==> src/rtl/irq_stat_pkg.sv <==
package irq_stat_pkg;

   // status bit positions; the host decodes these
   localparam int unsigned FLAG_COUNT  = 8;
   localparam int unsigned POS_SYNC    = 7;
   localparam int unsigned POS_PRE_OK  = 6;
   localparam int unsigned POS_PRE_BAD = 5;
   localparam int unsigned POS_RSSI    = 4;
   localparam int unsigned POS_WAKE    = 3;
   localparam int unsigned POS_LOWBAT  = 2;
   localparam int unsigned POS_XTAL    = 1;
   localparam int unsigned POS_POR     = 0;

   typedef enum logic [1:0] {
      SEL_NONE   = 2'd0,
      SEL_STATUS = 2'd1,
      SEL_ENABLE = 2'd2
   } reg_sel_e;

endpackage

==> src/rtl/irq_edge_detect.sv <==
module irq_edge_detect #(
   parameter int unsigned WIDTH = 8
) (
   input  logic             clk_i,
   input  logic             rst_i,
   input  logic [WIDTH-1:0] lvl_i,
   output logic [WIDTH-1:0] rise_o
);

   logic [WIDTH-1:0] lvl_q;

   // the previous level is loaded during reset too, so a line already high
   // when reset is released does not count as an edge
   always_ff @(posedge clk_i) begin
      lvl_q <= lvl_i;
   end

   for (genvar b = 0; b < WIDTH; b++) begin : g_bit
      assign rise_o[b] = lvl_i[b] & ~lvl_q[b];

      assert_rise_from_low_R2: assert property (@(posedge clk_i) disable iff (rst_i)
         rise_o[b] |-> !$past(lvl_i[b]));
   end

endmodule

==> src/rtl/irq_flag_bank.sv <==
module irq_flag_bank #(
   parameter int unsigned             WIDTH  = 8,
   parameter logic [WIDTH-1:0]        STICKY = WIDTH'(4)
) (
   input  logic             clk_i,
   input  logic             rst_i,
   input  logic [WIDTH-1:0] rise_i,
   input  logic [WIDTH-1:0] lvl_i,
   input  logic [WIDTH-1:0] en_i,
   input  logic             clr_i,
   output logic [WIDTH-1:0] flag_o,
   output logic [WIDTH-1:0] view_o
);

   for (genvar b = 0; b < WIDTH; b++) begin : g_bit
      logic flag_q;
      logic flag_d;

      if (STICKY[b]) begin : g_sticky
         // stores edges whatever the enable; only an enabled read clears it
         always_comb flag_d = (flag_q & ~(clr_i & en_i[b])) | rise_i[b];
         assign view_o[b] = flag_q;

         assert_lowbat_kept_masked_R6: assert property (@(posedge clk_i) disable iff (rst_i)
            (flag_q && !en_i[b]) |=> flag_q);
      end else begin : g_plain
         // masked: nothing stored, host sees the live line
         always_comb flag_d = en_i[b] ? ((flag_q & ~clr_i) | rise_i[b]) : 1'b0;
         assign view_o[b] = en_i[b] ? flag_q : lvl_i[b];

         assert_masked_not_stored_R5: assert property (@(posedge clk_i) disable iff (rst_i)
            !en_i[b] |=> !flag_q);
      end

      always_ff @(posedge clk_i) begin
         if (rst_i) flag_q <= 1'b0;
         else       flag_q <= flag_d;
      end

      assign flag_o[b] = flag_q;

      // an edge coinciding with a clearing read must survive
      assert_edge_kept_on_clear_R7: assert property (@(posedge clk_i) disable iff (rst_i)
         (rise_i[b] && (en_i[b] || STICKY[b])) |=> flag_q);
   end

endmodule

==> src/rtl/irq_host_port.sv <==
module irq_host_port
   import irq_stat_pkg::*;
#(
   parameter int unsigned              ADDR_W       = 7,
   parameter int unsigned              DATA_W       = 8,
   parameter logic [ADDR_W-1:0]        STATUS_ADDR  = ADDR_W'(4),
   parameter logic [ADDR_W-1:0]        ENABLE_ADDR  = ADDR_W'(5),
   parameter logic [DATA_W-1:0]        ENABLE_RESET = '0
) (
   input  logic              clk_i,
   input  logic              rst_i,
   input  logic [ADDR_W-1:0] addr_i,
   input  logic              rd_i,
   input  logic              wr_i,
   input  logic [DATA_W-1:0] wdata_i,
   input  logic [DATA_W-1:0] view_i,
   output logic [DATA_W-1:0] en_o,
   output logic              clr_o,
   output logic              en_wr_o,
   output logic [DATA_W-1:0] rdata_o,
   output logic              rvalid_o
);

   reg_sel_e          sel;
   logic [DATA_W-1:0] en_q;
   logic [DATA_W-1:0] rdata_q;
   logic              rvalid_q;

   always_comb begin
      if (addr_i == STATUS_ADDR)      sel = SEL_STATUS;
      else if (addr_i == ENABLE_ADDR) sel = SEL_ENABLE;
      else                            sel = SEL_NONE;
   end

   assign clr_o   = rd_i && (sel == SEL_STATUS);
   assign en_wr_o = wr_i && (sel == SEL_ENABLE);

   always_ff @(posedge clk_i) begin
      if (rst_i)        en_q <= ENABLE_RESET;
      else if (en_wr_o) en_q <= wdata_i;
   end

   // status view is captured on the same edge that clears: pre-clear value
   always_ff @(posedge clk_i) begin
      if (rst_i) begin
         rdata_q  <= '0;
         rvalid_q <= 1'b0;
      end else begin
         rvalid_q <= rd_i;
         if (rd_i) begin
            unique case (sel)
               SEL_STATUS: rdata_q <= view_i;
               SEL_ENABLE: rdata_q <= en_q;
               default:    rdata_q <= '0;
            endcase
         end
      end
   end

   assign en_o     = en_q;
   assign rdata_o  = rdata_q;
   assign rvalid_o = rvalid_q;

   assert_enable_loaded_R8: assert property (@(posedge clk_i) disable iff (rst_i)
      (wr_i && addr_i == ENABLE_ADDR) |=> (en_o == $past(wdata_i)));

   assert_status_write_inert_R11: assert property (@(posedge clk_i) disable iff (rst_i)
      (wr_i && addr_i == STATUS_ADDR) |=> $stable(en_o));

   assert_rvalid_after_rd_R10: assert property (@(posedge clk_i) disable iff (rst_i)
      rd_i |=> rvalid_o);

   assert_rvalid_idle_R10: assert property (@(posedge clk_i) disable iff (rst_i)
      !rd_i |=> !rvalid_o);

endmodule

==> src/rtl/irq_status_ctrl.sv <==
module irq_status_ctrl #(
   parameter int unsigned              NUM_EVT     = irq_stat_pkg::FLAG_COUNT,
   parameter int unsigned              ADDR_W      = 7,
   parameter logic [ADDR_W-1:0]        STATUS_ADDR = ADDR_W'(4),
   parameter logic [ADDR_W-1:0]        ENABLE_ADDR = ADDR_W'(5),
   parameter logic [NUM_EVT-1:0]       STICKY_MASK = NUM_EVT'(1 << irq_stat_pkg::POS_LOWBAT)
) (
   input  logic               clk_i,
   input  logic               rst_i,
   input  logic [NUM_EVT-1:0] evt_i,
   input  logic [ADDR_W-1:0]  bus_addr_i,
   input  logic               bus_rd_i,
   input  logic               bus_wr_i,
   input  logic [NUM_EVT-1:0] bus_wdata_i,
   output logic [NUM_EVT-1:0] bus_rdata_o,
   output logic               bus_rvalid_o,
   output logic               irq_n_o
);

   localparam logic [NUM_EVT-1:0] ENABLE_RESET = '0;

   // elaboration-time parameter checks
   if (NUM_EVT < 1 || NUM_EVT > 32) begin : g_bad_width
      $error("irq_status_ctrl: NUM_EVT must lie in 1..32");
   end
   if (STATUS_ADDR == ENABLE_ADDR) begin : g_bad_addr
      $error("irq_status_ctrl: status and enable addresses collide");
   end
   if (ADDR_W < 1) begin : g_bad_addr_w
      $error("irq_status_ctrl: ADDR_W must be at least 1");
   end

   logic [NUM_EVT-1:0] rise;
   logic [NUM_EVT-1:0] flags;
   logic [NUM_EVT-1:0] view;
   logic [NUM_EVT-1:0] en;
   logic               clr;
   logic               en_wr;
   logic               irq_n_q;

   irq_edge_detect #(
      .WIDTH (NUM_EVT)
   ) i_edge (
      .clk_i  (clk_i),
      .rst_i  (rst_i),
      .lvl_i  (evt_i),
      .rise_o (rise)
   );

   irq_flag_bank #(
      .WIDTH  (NUM_EVT),
      .STICKY (STICKY_MASK)
   ) i_flags (
      .clk_i  (clk_i),
      .rst_i  (rst_i),
      .rise_i (rise),
      .lvl_i  (evt_i),
      .en_i   (en),
      .clr_i  (clr),
      .flag_o (flags),
      .view_o (view)
   );

   irq_host_port #(
      .ADDR_W       (ADDR_W),
      .DATA_W       (NUM_EVT),
      .STATUS_ADDR  (STATUS_ADDR),
      .ENABLE_ADDR  (ENABLE_ADDR),
      .ENABLE_RESET (ENABLE_RESET)
   ) i_port (
      .clk_i    (clk_i),
      .rst_i    (rst_i),
      .addr_i   (bus_addr_i),
      .rd_i     (bus_rd_i),
      .wr_i     (bus_wr_i),
      .wdata_i  (bus_wdata_i),
      .view_i   (view),
      .en_o     (en),
      .clr_o    (clr),
      .en_wr_o  (en_wr),
      .rdata_o  (bus_rdata_o),
      .rvalid_o (bus_rvalid_o)
   );

   // registered request: one clock behind any flag or enable change
   always_ff @(posedge clk_i) begin
      if (rst_i) irq_n_q <= 1'b1;
      else       irq_n_q <= ~|(flags & en);
   end

   assign irq_n_o = irq_n_q;

   assert_irq_high_in_reset_R1: assert property (@(posedge clk_i)
      rst_i |=> irq_n_o);

   assert_irq_after_enabled_edge_R3: assert property (@(posedge clk_i) disable iff (rst_i)
      ((|(rise & en)) && !en_wr) |-> ##2 !irq_n_o);

   assert_irq_released_by_read_R4: assert property (@(posedge clk_i) disable iff (rst_i)
      (clr && !(|(rise & en)) && !en_wr) |-> ##2 irq_n_o);

endmodule

==> config.mk <==
export PLATFORM = sky130hd
export DESIGN_NAME = irq_status_ctrl
export DESIGN_NICKNAME = d
export VERILOG_FILES = /design/src/rtl/irq_stat_pkg.sv /design/src/rtl/irq_edge_detect.sv /design/src/rtl/irq_flag_bank.sv /design/src/rtl/irq_host_port.sv /design/src/rtl/irq_status_ctrl.sv
export SDC_FILE = /design/constraint.sdc
export NUM_CORES = 1
export LEC_CHECK = 0
export BUFFER_PORTS_ARGS = -buffer_cell sky130_fd_sc_hd__buf_2
export CAP_MARGIN = 20
export CORE_MARGIN = 5
export CORE_UTILIZATION = 50
export DETAILED_ROUTE_END_ITERATION = 10
export PLACE_DENSITY_LB_ADDON = 0.08
export SYNTH_ARGS = -nofsm -noshare
export SYNTH_HDL_FRONTEND = slang
export SYNTH_SLANG_ARGS = --single-unit
==> constraint.sdc <==
create_clock -name clk_i -period 2.2 [get_ports clk_i]
set_input_delay 0.22 -clock clk_i [delete_from_list [all_inputs] [get_ports clk_i]]
set_output_delay 0.22 -clock clk_i [all_outputs]
set_load 0.005 [all_outputs]
* After elaboration in Yosys (flattened, before gate mapping)
Cells that the tools add are included.
** Word-level totals
- Output and inout port bits :: 10
- Latch bits :: 0
- Input port bits :: 27
- Bits in registers :: 34
- Word-level logic and storage cells :: 81
- RAM bits :: 0
- Memories :: 0
- Memory bits (read-only) :: 0
** Cells by class
- Muxes and demuxes :: 10
- Eq/ne operators :: 4
- Bitwise operators :: 43
- $mul :: 0
- Shift operators :: 0
- Order comparisons :: 0
- Reductions and logical operators :: 11
- Add/subtract/negate cells :: 0
- Divide/modulo/power cells :: 0
** Operators by type and width (count)
- $and 1x1->1 :: 17
- $not 1->1 :: 17
- $pmux 8 s2 :: 1
- $eq 7x3->1 const B :: 2
- $reduce_or 2->1 :: 7
- $and 8x8->8 :: 1
- $or 1x1->1 :: 8
- $reduce_or 8->1 :: 1
- $mux 1 :: 7
- $mux 2 :: 2
- $eq 2x1->1 const B :: 1
- $eq 2x2->1 const B :: 1
- $logic_and 1x1->1 :: 2
- $logic_not 1->1 :: 1

* Logic depth before layout (Yosys ltp)
Gate-level depths: netlist (run 1).
- Word-level depth :: 9
- Mapped depth :: 5
- Depth with buffers taken out :: 3

* By module
From an unflattened synthesis (run 1), not the netlist that was laid out.
** Unflattened totals
- Cell total of the unflattened synthesis :: 140
- Area total of the unflattened synthesis :: 1591.5 sq um
** Modules (own cells, without submodules)
- irq_host_port :: times used 1, sequential area each 340.3 sq um, cells each 77, area an instance 822.0 sq um
- irq_flag_bank :: times used 1, sequential area each 160.2 sq um, cells each 41, area an instance 439.2 sq um
- irq_edge_detect :: times used 1, sequential area each 160.2 sq um, cells each 16, area an instance 270.3 sq um
- irq_status_ctrl :: times used 1, sequential area each 20.0 sq um, cells each 6, area an instance 60.1 sq um

* Least setup slack after synthesis (run 1)
OpenSTA, ideal clock, no wires.
- Kind :: input port to flip-flop
- Start point :: input bus_addr_i[1]
- End point :: register i_port.en_q[0], in the netlist i_port.en_o[0]
- Arrival time :: 1.535 ns
- Path slack :: 0.593 ns
- Cell stages on the path :: 3
- Path buffers :: 0
- Required time :: 2.128 ns
- Setup time :: 0.072 ns
- Cell sequence :: or4b_4 > nor4_4 > mux2i_1
** On the way
- Cells in the longest elaborated chain, start to end :: 5
- Elaborated cells between the ends (all ways) :: 6
- Those cells by class :: eq/ne: 3; mux: 2; reduce/logical: 1
** Ends and longest elaborated chain
- from (decl) :: RTL line irq_status_ctrl.sv:11 : input logic [ADDR_W-1:0] bus_addr_i,
- $eq 7x3->1 :: RTL line irq_host_port.sv:31 : else if (addr_i == ENABLE_ADDR) sel = SEL_ENABLE;
- $mux 2 :: RTL line irq_host_port.sv:31
- $mux 2 (*) :: RTL line irq_host_port.sv:30 : if (addr_i == STATUS_ADDR) sel = SEL_STATUS;
- $eq 2x2->1 (*) :: RTL line irq_host_port.sv:36 : assign en_wr_o = wr_i && (sel == SEL_ENABLE);
- $logic_and 1x1->1 (*) :: RTL line irq_host_port.sv:36
- to (signal assigned) :: RTL line irq_host_port.sv:40 : else if (en_wr_o) en_q <= wdata_i;
- to (decl) :: RTL line irq_host_port.sv:25 : logic [DATA_W-1:0] en_q;
Mark *: on every way between the ends. The rest lies on a longest branch, timed or not.
A chain may end at the register's enable or synchronous reset.

* Worst setup path in the final report (run 1)
- Start point :: input bus_addr_i[1]
- End point :: register i_port.rdata_q[3], in the netlist i_port.rdata_o[3]
** On the way
- Cells in the longest elaborated chain, start to end :: 5
- Elaborated cells between the ends (all ways) :: 7
- Those cells by class :: eq/ne: 4; mux: 3
** Ends and longest elaborated chain
- $eq 7x3->1 :: RTL line irq_host_port.sv:31
- $mux 2 :: RTL line irq_host_port.sv:31
- $mux 2 (*) :: RTL line irq_host_port.sv:30
- $eq 2x2->1 / $eq 2x1->1 (equally long branches) :: RTL line irq_host_port.sv:51 : unique case (sel)
- $pmux 8 s2 (*) :: RTL line irq_host_port.sv:51
- to (signal assigned) :: RTL line irq_host_port.sv:52 : SEL_STATUS: rdata_q <= view_i;
- to (signal assigned) :: RTL line irq_host_port.sv:53 : SEL_ENABLE: rdata_q <= en_q;
- to (decl) :: RTL line irq_host_port.sv:26 : logic [DATA_W-1:0] rdata_q;
Marked as above.

==> impl_metrics.csv, run 1 <==
group,metric,value,unit
run_status,status,"complete, no violations",
sta,fin_crit_sh,68.6,%
synthesis,syn_inst,131,
global_route,grt.overflow.total,0,
sta,worstMarginPinSlew,0.586,ns
synthesis,synth_area_leaders,"dfxtp_1, o32ai_1, nand2b_1, mux2i_1, o31a_1",
sta,period_needed,1.51,ns
finish,diodes,0,
clock_tree,cts_root_buffer,"clkbuf_4",
drt,dr.pass1.iters,4,
floorplanning,start_util,51.2,%
place,port_buffers,36,
drt,drt_iter0_drc,47,
drt,vias_per_cell,5.57,
drt,wirelength,3090,um
sta,final.setup.tns,0,ns
drt,drc,0,
clock_tree,cts_max_level,2,
floorplanning,die_area,0.00390,sq mm
floorplanning,pin_count,37,
synthesis,async_flop_share,0,%
place,place.gp.congestion,0.743,
sta,max_freq,663,MHz
synthesis,netlist_area,0.00138,sq mm
sta,fin_skew,0.0104,ns
sta,hold_viol,0,
finish,layout.nets,204,
global_route,grt_start_max_net_pins,35,
pwr,power_density,602,mW/mm^2
clock_tree,cts_buffers,5,
floorplanning,core,0.00269,sq mm
floorplanning,die_h,62.4,um
critical_path,crit_path_cell_trace,"buf_2 -> or4b_4 -> or4b_1 -> o32ai_1",
synthesis,ys_ff_latch,34,
pwr,cellLeakagePower,0.655,nW
global_route,grt_pass1_vias,1180,
synthesis,synth_common_cells,"dfxtp_1, nand2b_1, inv_1, o32ai_1, mux2i_1",
sta,setup_slack,0.692,ns
critical_path,worstPathRequired,2.44,ns
critical_path,critical_path_class,"input port to register",
critical_path,critical_path_arrival,1.74,ns
synthesis,post_synth_num_cell_types,18,
critical_path,critPathCaptureType,"register",
critical_path,cp-start-kind,"input port",
global_route,antenna_found_initial,0,
sta,finalSetupViolations,0,
critical_path,max_stage_delay,0.66,ns
synthesis,seq_area_frac_synth,49.5,%
synthesis,synth.avg_cell_area,10.5,sq um
flow_run,max-cap-violations,0,
synthesis,post-synth-top-count-cell,"dfxtp_1",
clock_tree,clk_latency,0.34,ns
drt,route.vias.total,1158,
synthesis,synth_top_cell_area_share,49.5,%
finish,multiInputGateArea,614,sq um
synthesis,synth_ff_type,"dfxtp_1",
synthesis,synth_fp_nets,158,
finish,drive_above_1_share,26.6,%
critical_path,crit_family,"simple AND/OR/NAND/NOR gates",
finish,area_growth,24.0,%
clock_tree,clkSinkCount,34,
critical_path,critPathSlowestCell,"or4b_1",
place,dp_slack,0.355,ns
clock_tree,clockBufferDepth,2,
global_route,track_usage,17.6,%
critical_path,cp_max_fo,8,
critical_path,cp_num_buf_inv,1,
synthesis,synth_edf_count,0,
place,dpl.hpwl,2160,um
drt,drtAntennaViolNets,0,
finish,n_fill_cell,243,
synthesis,synth_top_area_cell,"dfxtp_1",
sta,slew_headroom,60.7,%
finish,ff_latch_area,681,sq um
min_path,hold_path_class,"input port to register",
clock_tree,path_clk_slew,0.10,ns
synthesis,ys_warn_count,0,
drt,post_drt_wl_per_cell,14.9,um
sta,slew_violations,0,
global_route,grt_first_pass_wirelength,5420,um
sta,rsz0062_at_grt,"false",
floorplanning,fp.dieW,62.4,um
pwr,vdd_ir_drop_max,0.000398,V
floorplanning,num_rows,19,
clock_tree,cts_tree,"done",
metrics by stage:
stage	cells	instance area (sq um)	util [%]	total power, mW	hold WS (ns)
after detailed placement	193	1580	58.7	0.718	0.338
after global placement	193	1580	58.7	0.715	0.337
final	208	1710	63.5	1.03	0.135
after global routing	208	1710	63.5	1.09	0.113
after CTS	208	1710	63.5	1.05	0.118
after floorplan	131	1380	-	0.681	0.248
final cells by class:
| cell class | count | share of cell area (%) |
|---|---|---|
| clock buffer | 5 | 2.20 |
| clock inverter | 2 | 0.587 |
| inverter | 15 | 3.30 |
| multi-input combinational | 76 | 36.0 |
| sequential | 34 | 39.9 |
| tap | 31 | 2.27 |
| timing repair buffer | 45 | 15.7 |
registers in the layout, indices dropped and copies added (netlist names):
| name | cells |
|---|---|
| i_edge.lvl_q | 8 |
| i_flags.g_bit.flag_q | 8 |
| i_port.en_o | 8 |
| irq_n_o | 1 |
| i_port.rdata_o | 8 |
| i_port.rvalid_o | 1 |
final timing paths:
path,start,end,slack [ns],depth (start not counted)
worst max-delay path,bus_addr_i[1],i_port.rdata_o[3],0.69,4
worst min-delay path,bus_wdata_i[2],i_port.en_o[2],0.14,3
worst max register to register,i_port.en_o[2],irq_n_o,1.31,2
worst min register to register,i_edge.lvl_q[6],i_flags.g_bit[6].flag_q,0.44,1
cell usage in the layout (no fill, tap or decap):
cell and n:
or4b_4 1, inv_1 15, clkinv_2 2, buf_4 1, a22oi_1 4, dfxtp_1 34, dlygate4sd3_1 8, nand2_1 1
o32ai_1 15, nor2b_1 2, a311oi_1 1, a41o_1 1, clkbuf_4 5, or4b_1 1, nand2b_1 18, mux2i_1 9
buf_2 36, o21ai_0 7, nor4_4 2, o31a_1 7, nand3b_1 7
logic make-up (layout without fill, tap and decap cells):
group	after synthesis	count (layout)	synth area share [%]
AOI/OAI and AO/OA	35	35	20.1
muxes	9	9	6.55
DFF	34	34	49.5
buffers and inverters	21	67	5.82
and+or+nand+nor	32	32	18.0
repair_timing:
action                    CTS  global route
hold endpoints to repair    8             0
buffers inserted            0             0
hold buffers                8             0
gates resized for setup     0             0
power by group:
group | switching, mW | total (mW) | internal (mW)
Sequential | 0.00350 | 0.629 | 0.626
Clock | 0.199 | 0.313 | 0.115
Combinational | 0.0391 | 0.0846 | 0.0455
Total | 0.241 | 1.03 | 0.786
tightest hold or removal path, stage by stage:
cell and delay [ns]:
buf_2 0.10, nand2b_1 0.05, mux2i_1 0.06
routing by layer:
layer | routed length, um | global-route usage (%) | share of wire (%) | up-vias
li1 | - | - | - | 574
met1 | 1280 | 20.3 | 41 | 532
met2 | 1450 | 27.2 | 47 | 38
met3 | 224 | 6.29 | 7.3 | 14
met4 | 136 | 11.4 | 4.4 | 0
met5 | 0 | 0 | 0 | -
Power figures use the tool's default switching activity.
==> inputs of run 2 (changes only) <==
==> constraint.sdc (replaced) <==
create_clock -name clk_i -period 1.55 [get_ports clk_i]
set_input_delay 0.155 -clock clk_i [delete_from_list [all_inputs] [get_ports clk_i]]
set_output_delay 0.155 -clock clk_i [all_outputs]
set_load 0.005 [all_outputs]
==> run 2 against run 1 <==
  * Non-clock buffer count increased by 6
  * Global-route usage decreased by 0.81 points
  * Design area increased by 6.4%
  * Register-to-register slack got worse by 0.63 ns
  * Setup slack got worse by 0.53 ns
  * Sequential power increased by 42%
  * First-iteration DRC count decreased by 23%
  * Clock skew decreased by 0.0035 ns
  * Via count increased by 0.43%
  * Wire length decreased by 0.58%
  * Total power increased by 81%
==> impl_metrics.csv, run 2 (synthesized netlist as in run 1, its figures left out) <==
group,metric,value,unit
clock_tree,clkSinkCount,34,
sta,period_needed,1.39,ns
min_path,hold_depth,2,
critical_path,critPathSlowestCell,"or4b_1",
critical_path,critical_path_arrival,1.61,ns
critical_path,cp_num_buf_inv,1,
drt,drt_iter0_drc,36,
floorplanning,die_h,62.4,um
pwr,clkPwrFrac,45.2,%
pwr,power_density,1030,mW/mm^2
clock_tree,cts_max_level,2,
place,dpl.hpwl,2170,um
critical_path,critical_path_class,"input port to register",
critical_path,worstSetupEndpoint,"i_port.rdata_o[0]",
pwr,p_total,1.86,mW
floorplanning,core,0.00269,sq mm
pwr,p_int,1.50,mW
clock_tree,path_clk_slew,0.10,ns
global_route,grt_first_pass_wirelength,5350,um
clock_tree,clk_latency,0.32,ns
critical_path,crit_cells,4,
place,port_buffers,36,
floorplanning,die_area,0.00390,sq mm
critical_path,crit_family,"simple AND/OR/NAND/NOR gates",
finish,layout_common_cells,"buf_2, dfxtp_1, nand2b_1",
floorplanning,start_util,51.2,%
sta,finalSetupViolations,0,
place,place.gp.congestion,0.763,
drt,vias_per_cell,5.41,
critical_path,rr_startpoint,"i_edge.lvl_q[2]",
floorplanning,fp.dieW,62.4,um
sta,slew_headroom,79.4,%
drt,route.vias.total,1163,
clock_tree,cts_setup_buffers,0,
global_route,antenna_found_initial,0,
critical_path,cp_max_fo,8,
finish,area_growth,31.9,%
sta,fin_crit_sh,89.5,%
global_route,track_usage,16.8,%
critical_path,r2r_end,"i_flags.g_bit[2].flag_q",
critical_path,ff2ff_setup_slack,0.68,ns
clock_tree,cts_buffers,5,
clock_tree,clockBufferDepth,2,
floorplanning,num_rows,19,
pwr,power.share.switching,19.2,%
sta,slew_violations,0,
finish,diodes,0,
pwr,vdd_ir_drop_max,0.000991,V
sta,hold_viol,0,
floorplanning,pin_count,37,
critical_path,crit_path_cell_trace,"buf_2 -> or4b_4 -> or4b_1 -> o32ai_1",
global_route,grt.overflow.total,0,
sta,hold_slack,0.0188,ns
finish,layout.nets,210,
critical_path,critPathCaptureType,"register",
critical_path,worstPathRequired,1.78,ns
clock_tree,post_cts_resize_count,0,
pwr,p_comb_share,6.7,%
pwr,power.net_switching,0.356,mW
clock_tree,ctsHoldBuffers,8,
sta,max_freq,721,MHz
critical_path,max_stage_delay,0.65,ns
drt,drc,0,
sta,worstMarginPinSlew,0.309,ns
clock_tree,cts_tree,"done",
critical_path,crit_path_start,"bus_addr_i[1]",
min_path,hold_path_class,"input port to register",
critical_path,reg2regPathDepth,3,
drt,dr.pass1.iters,4,
clock_tree,cts_root_buffer,"clkbuf_4",
global_route,grt_pass1_vias,1140,
drt,wirelength,3070,um
drt,post_drt_wl_per_cell,14.3,um
sta,fin_skew,0.00698,ns
finish,final_common_cell,"buf_2",
finish,drive_above_1_share,29.3,%
flow_run,max-cap-violations,0,
pwr,cellLeakagePower,0.713,nW
run_status,status,"complete, no violations",
global_route,grt_start_max_net_pins,34,
sta,rsz0062_at_grt,"false",
pwr,p_seq_share,48.1,%
critical_path,cp-start-kind,"input port",
drt,drtAntennaViolNets,0,
[run 2: cell types whose count changed in the layout (fill, tap and decap cells not counted), sizes merged]
cell    delta
buf        +6
bufinv     +2
clkinv     -2
clkbuf     +1
[run 2: power groups by stage]
stage	sequential (mW)	clock, mW	combinational, mW
finish	0.894	0.841	0.125
detailed placement	0.914	0	0.110
global route	0.897	0.900	0.139
CTS	0.894	0.859	0.126
floorplan	0.912	0	0.0541
global placement	0.913	0	0.106
[run 2: final cells by class]
type                       instances  area [sq um]
clock buffer                       6          51.3
clock inverter                     2          60.1
timing repair buffer              51           313
sequential                        34           681
multi-input combinational         76           614
fill                             233           872
inverter                          15          56.3
tap                               31          38.8
[run 2: routing by layer]
metal,track usage [%],wire length (um)
met1,21.7,1440
met2,26.8,1410
met3,5.22,180
met4,4.77,42
met5,0,0
[run 2: worst min-delay path by stage]
stage                      end  slack [ns]      from
3_5_place_dp   i_edge.lvl_q[5]        0.27  evt_i[5]
3_3_place_gp   i_edge.lvl_q[6]        0.27  evt_i[6]
4_1_cts        i_port.rvalid_o        0.01     rst_i
6_report       i_port.rvalid_o        0.02     rst_i
2_1_floorplan  i_edge.lvl_q[0]        0.18  evt_i[0]
5_1_grt        i_port.rvalid_o        0.01     rst_i
[run 2: metrics by stage]
stage                     utilization, %  setup WS [ns]  cell area (sq um)  setup TNS, ns  std cells
after detailed placement            60.4         -0.164               1620          -1.96        199
after floorplan                        -        0.00778               1380              0        131
after global placement              60.4         -0.116               1620          -1.47        199
after CTS                           67.5          0.168               1810              0        215
after global routing                67.5          0.122               1810              0        215
final                               67.5          0.163               1810              0        215
==> inputs of run 3 (changes only) <==
--- a/config.mk
+++ b/config.mk
@@ -5,12 +5,14 @@
 export SDC_FILE = /design/constraint.sdc
 export NUM_CORES = 1
 export LEC_CHECK = 0
+export ABC_AREA = 1
 export BUFFER_PORTS_ARGS = -buffer_cell sky130_fd_sc_hd__buf_2
 export CAP_MARGIN = 20
 export CORE_MARGIN = 5
-export CORE_UTILIZATION = 50
+export CORE_UTILIZATION = 51
 export DETAILED_ROUTE_END_ITERATION = 10
 export PLACE_DENSITY_LB_ADDON = 0.08
+export SETUP_SLACK_MARGIN = 0.5
 export SYNTH_ARGS = -nofsm -noshare
 export SYNTH_HDL_FRONTEND = slang
 export SYNTH_SLANG_ARGS = --single-unit
==> run 3 against run 2 <==
  * Clock power shrank 40%
  * Count of clock-buffer cells in the layout is 1 higher
  * Sequential power about the same
  * Core utilization shrank 1.5 points
  * Largest power group unchanged
  * Total power decreased by 18%
  * Flip-flop and latch count stayed put
  * Combinational power up 5%
  * Design area grew 0.41%
  * Wire length rose by 1.5%
  * Die area is 4.4% higher
  * Sequential share of layout area fell by 0.086 points
  * Critical endpoint is now bus_rdata_o[7]
  * Global-route usage is 0.13 points lower
==> impl_metrics.csv, run 3 <==
group,metric,value,unit
run_status,status,"complete, no violations",
synthesis,syn_inst,206,
place,place_inst,271,
drt,drtAntennaViolNets,0,
sta,worstMarginPinSlew,0.400,ns
drt,drt_iter0_drc,46,
critical_path,critical_path_arrival,0.81,ns
clock_tree,cts_root_buffer,"clkbuf_4",
critical_path,crit_family,"flip-flops",
floorplanning,core,0.00276,sq mm
drt,wirelength,3120,um
critical_path,ff2ff_setup_slack,0.63,ns
drt,post_drt_wl_per_cell,10.9,um
synthesis,netlist_area,0.00148,sq mm
pwr,p_total,1.53,mW
synthesis,synth_fp_nets,233,
drt,drc,0,
place,dpl.hpwl,2370,um
critical_path,critPathSlowestCell,"dfxtp_1",
synthesis,seq_area_frac_synth,46.1,%
place,place.gp.congestion,0.773,
global_route,antenna_found_initial,0,
drt,route.vias.total,1388,
global_route,track_usage,16.6,%
finish,n_fill_cell,267,
synthesis,synth.avg_cell_area,7.17,sq um
critical_path,rr_startpoint,"i_port.en_o[1]",
floorplanning,die_h,63.8,um
critical_path,worstPathRequired,1.39,ns
floorplanning,pin_count,37,
sta,finalSetupViolations,0,
pwr,vdd_ir_drop_max,0.000840,V
synthesis,synth_area_leaders,"dfxtp_1, nand2_1, inv_1, nor2_1, nand4_1",
sta,fin_crit_sh,62.1,%
synthesis,ys_ff_latch,34,
global_route,grt.overflow.total,0,
finish,diodes,0,
sta,hold_slack,0.0400,ns
sta,period_needed,0.962,ns
critical_path,critical_path_class,"register to output port",
synthesis,synth_top_cell_area_share,46.1,%
synthesis,post_synth_num_cell_types,20,
sta,fin_skew,0.00528,ns
place,port_buffers,36,
finish,final_common_cell,"nand2_1",
sta,max_freq,1040,MHz
drt,vias_per_cell,4.84,
clock_tree,cts_setup_buffers,0,
finish,area_growth,23.4,%
synthesis,synth_common_cells,"nand2_1, dfxtp_1, inv_1",
drt,dr.pass1.iters,5,
floorplanning,die_area,0.00407,sq mm
critical_path,crit_path_cell_trace,"buf_2",
pwr,cellLeakagePower,0.923,nW
finish,finalNonFillerCells,287,
critical_path,cp_max_fo,2,
global_route,grt_pass1_vias,1275,
floorplanning,start_util,53.5,%
finish,layout.nets,282,
floorplanning,num_rows,19,
critical_path,cp_num_buf_inv,1,
synthesis,ys_warn_count,0,
clock_tree,clockBufferDepth,2,
critical_path,cp-start-kind,"register",
sta,hold_viol,0,
synthesis,synth_edf_count,0,
clock_tree,clk_latency,0.33,ns
sta,slew_violations,0,
clock_tree,clkSinkCount,34,
pwr,power_density,839,mW/mm^2
min_path,hold_path_class,"input port to register",
clock_tree,path_clk_slew,0.10,ns
global_route,grt_first_pass_wirelength,5380,um
clock_tree,cts_tree,"done",
global_route,grt_start_max_net_pins,15,
critical_path,max_stage_delay,0.36,ns
sta,rsz0062_at_grt,"false",
clock_tree,cts_buffers,5,
flow_run,max-cap-violations,0,
sta,slew_headroom,73.3,%
critical_path,critPathCaptureType,"output port",
min_path,hp-start,"bus_wdata_i[1]",
synthesis,synth_ff_type,"dfxtp_1",
finish,drive_above_1_share,22.7,%
sta,final.setup.tns,0,ns
synthesis,post-synth-top-count-cell,"nand2_1",
synthesis,synth_top_area_cell,"dfxtp_1",
critical_path,crit_path_start,"i_port.rdata_o[7]",
floorplanning,fp.dieW,63.8,um
synthesis,async_flop_share,0,%
clock_tree,cts_max_level,2,
finish,layout_common_cells,"nand2_1, buf_2, dfxtp_1",
-- run 3: cell count changes after synthesis, moves of 7 or more --
| cell | before | now |
|---|---|---|
| nand2_1 | 1 | 92 |
| nand2b_1 | 18 | 0 |
| o31a_1 | 7 | 0 |
| nor2_1 | 0 | 19 |
| o32ai_1 | 15 | 0 |
| nand4_1 | 0 | 11 |
| mux2i_1 | 9 | 0 |
| a21oi_1 | 0 | 10 |
-- run 3: metal layers --
| layer | global-route usage (%) | up-vias | part of all wire [%] |
|---|---|---|---|
| li1 | - | 736 | - |
| met1 | 20.1 | 611 | 44 |
| met2 | 26.5 | 38 | 47 |
| met3 | 7.71 | 3 | 8.5 |
| met4 | 4.68 | 0 | 0.74 |
| met5 | 0 | - | 0 |
-- run 3: cells by family after synthesis --
logic type             count (synthesis)  share of synthesized area [%]
AND/OR/NAND/NOR                      133                           41.0
AO/OA/AOI/OAI                         14                           5.08
buffers and inverters                 25                           7.80
flip-flops                            34                           46.1
-- run 3: layout make-up --
| class | instances | area [sq um] | share of cell area [%] |
|---|---|---|---|
| well taps | 31 | 38.8 | 2.13 |
| clock inverters | 1 | 5.00 | 0.275 |
| inverters | 21 | 78.8 | 4.33 |
| repair buffers | 46 | 275 | 15.1 |
| multi-input cells | 147 | 687 | 37.7 |
| clock buffers | 7 | 55.1 | 3.02 |
| flip-flops and latches | 34 | 682 | 37.4 |
-- run 3: path summary, 6_finish.rpt --
| path | cells past startpoint | end |
|---|---|---|
| setup / recovery | 1 | bus_rdata_o[7] |
| setup reg to reg | 5 | i_port.rdata_o[1] |
| hold / removal | 3 | i_port.en_o[1] |
| hold reg to reg | 2 | i_flags.g_bit[4].flag_q |
-- run 3: what timing repair did --
action                                  CTS  global route
endpoints found under the hold margin     8             0
gates resized for setup                   0             5
endpoints found under the setup margin    0             3
hold buffers                              8             0
-- run 3: through the flow --
stage / area, sq um / utilization (%) / setup WS, ns
2_1_floorplan: 1480 / - / 0.628
3_3_place_gp: 1670 / 60.7 / 0.421
3_5_place_dp: 1670 / 60.7 / 0.398
4_1_cts: 1810 / 65.8 / 0.562
5_1_grt: 1820 / 66.1 / 0.511
6_report: 1820 / 66.1 / 0.588
-- run 3: report_power, final --
part / switching, mW / internal (mW)
Combinational: 0.0716 / 0.0591
Clock: 0.285 / 0.220
Sequential: 0.00497 / 0.888
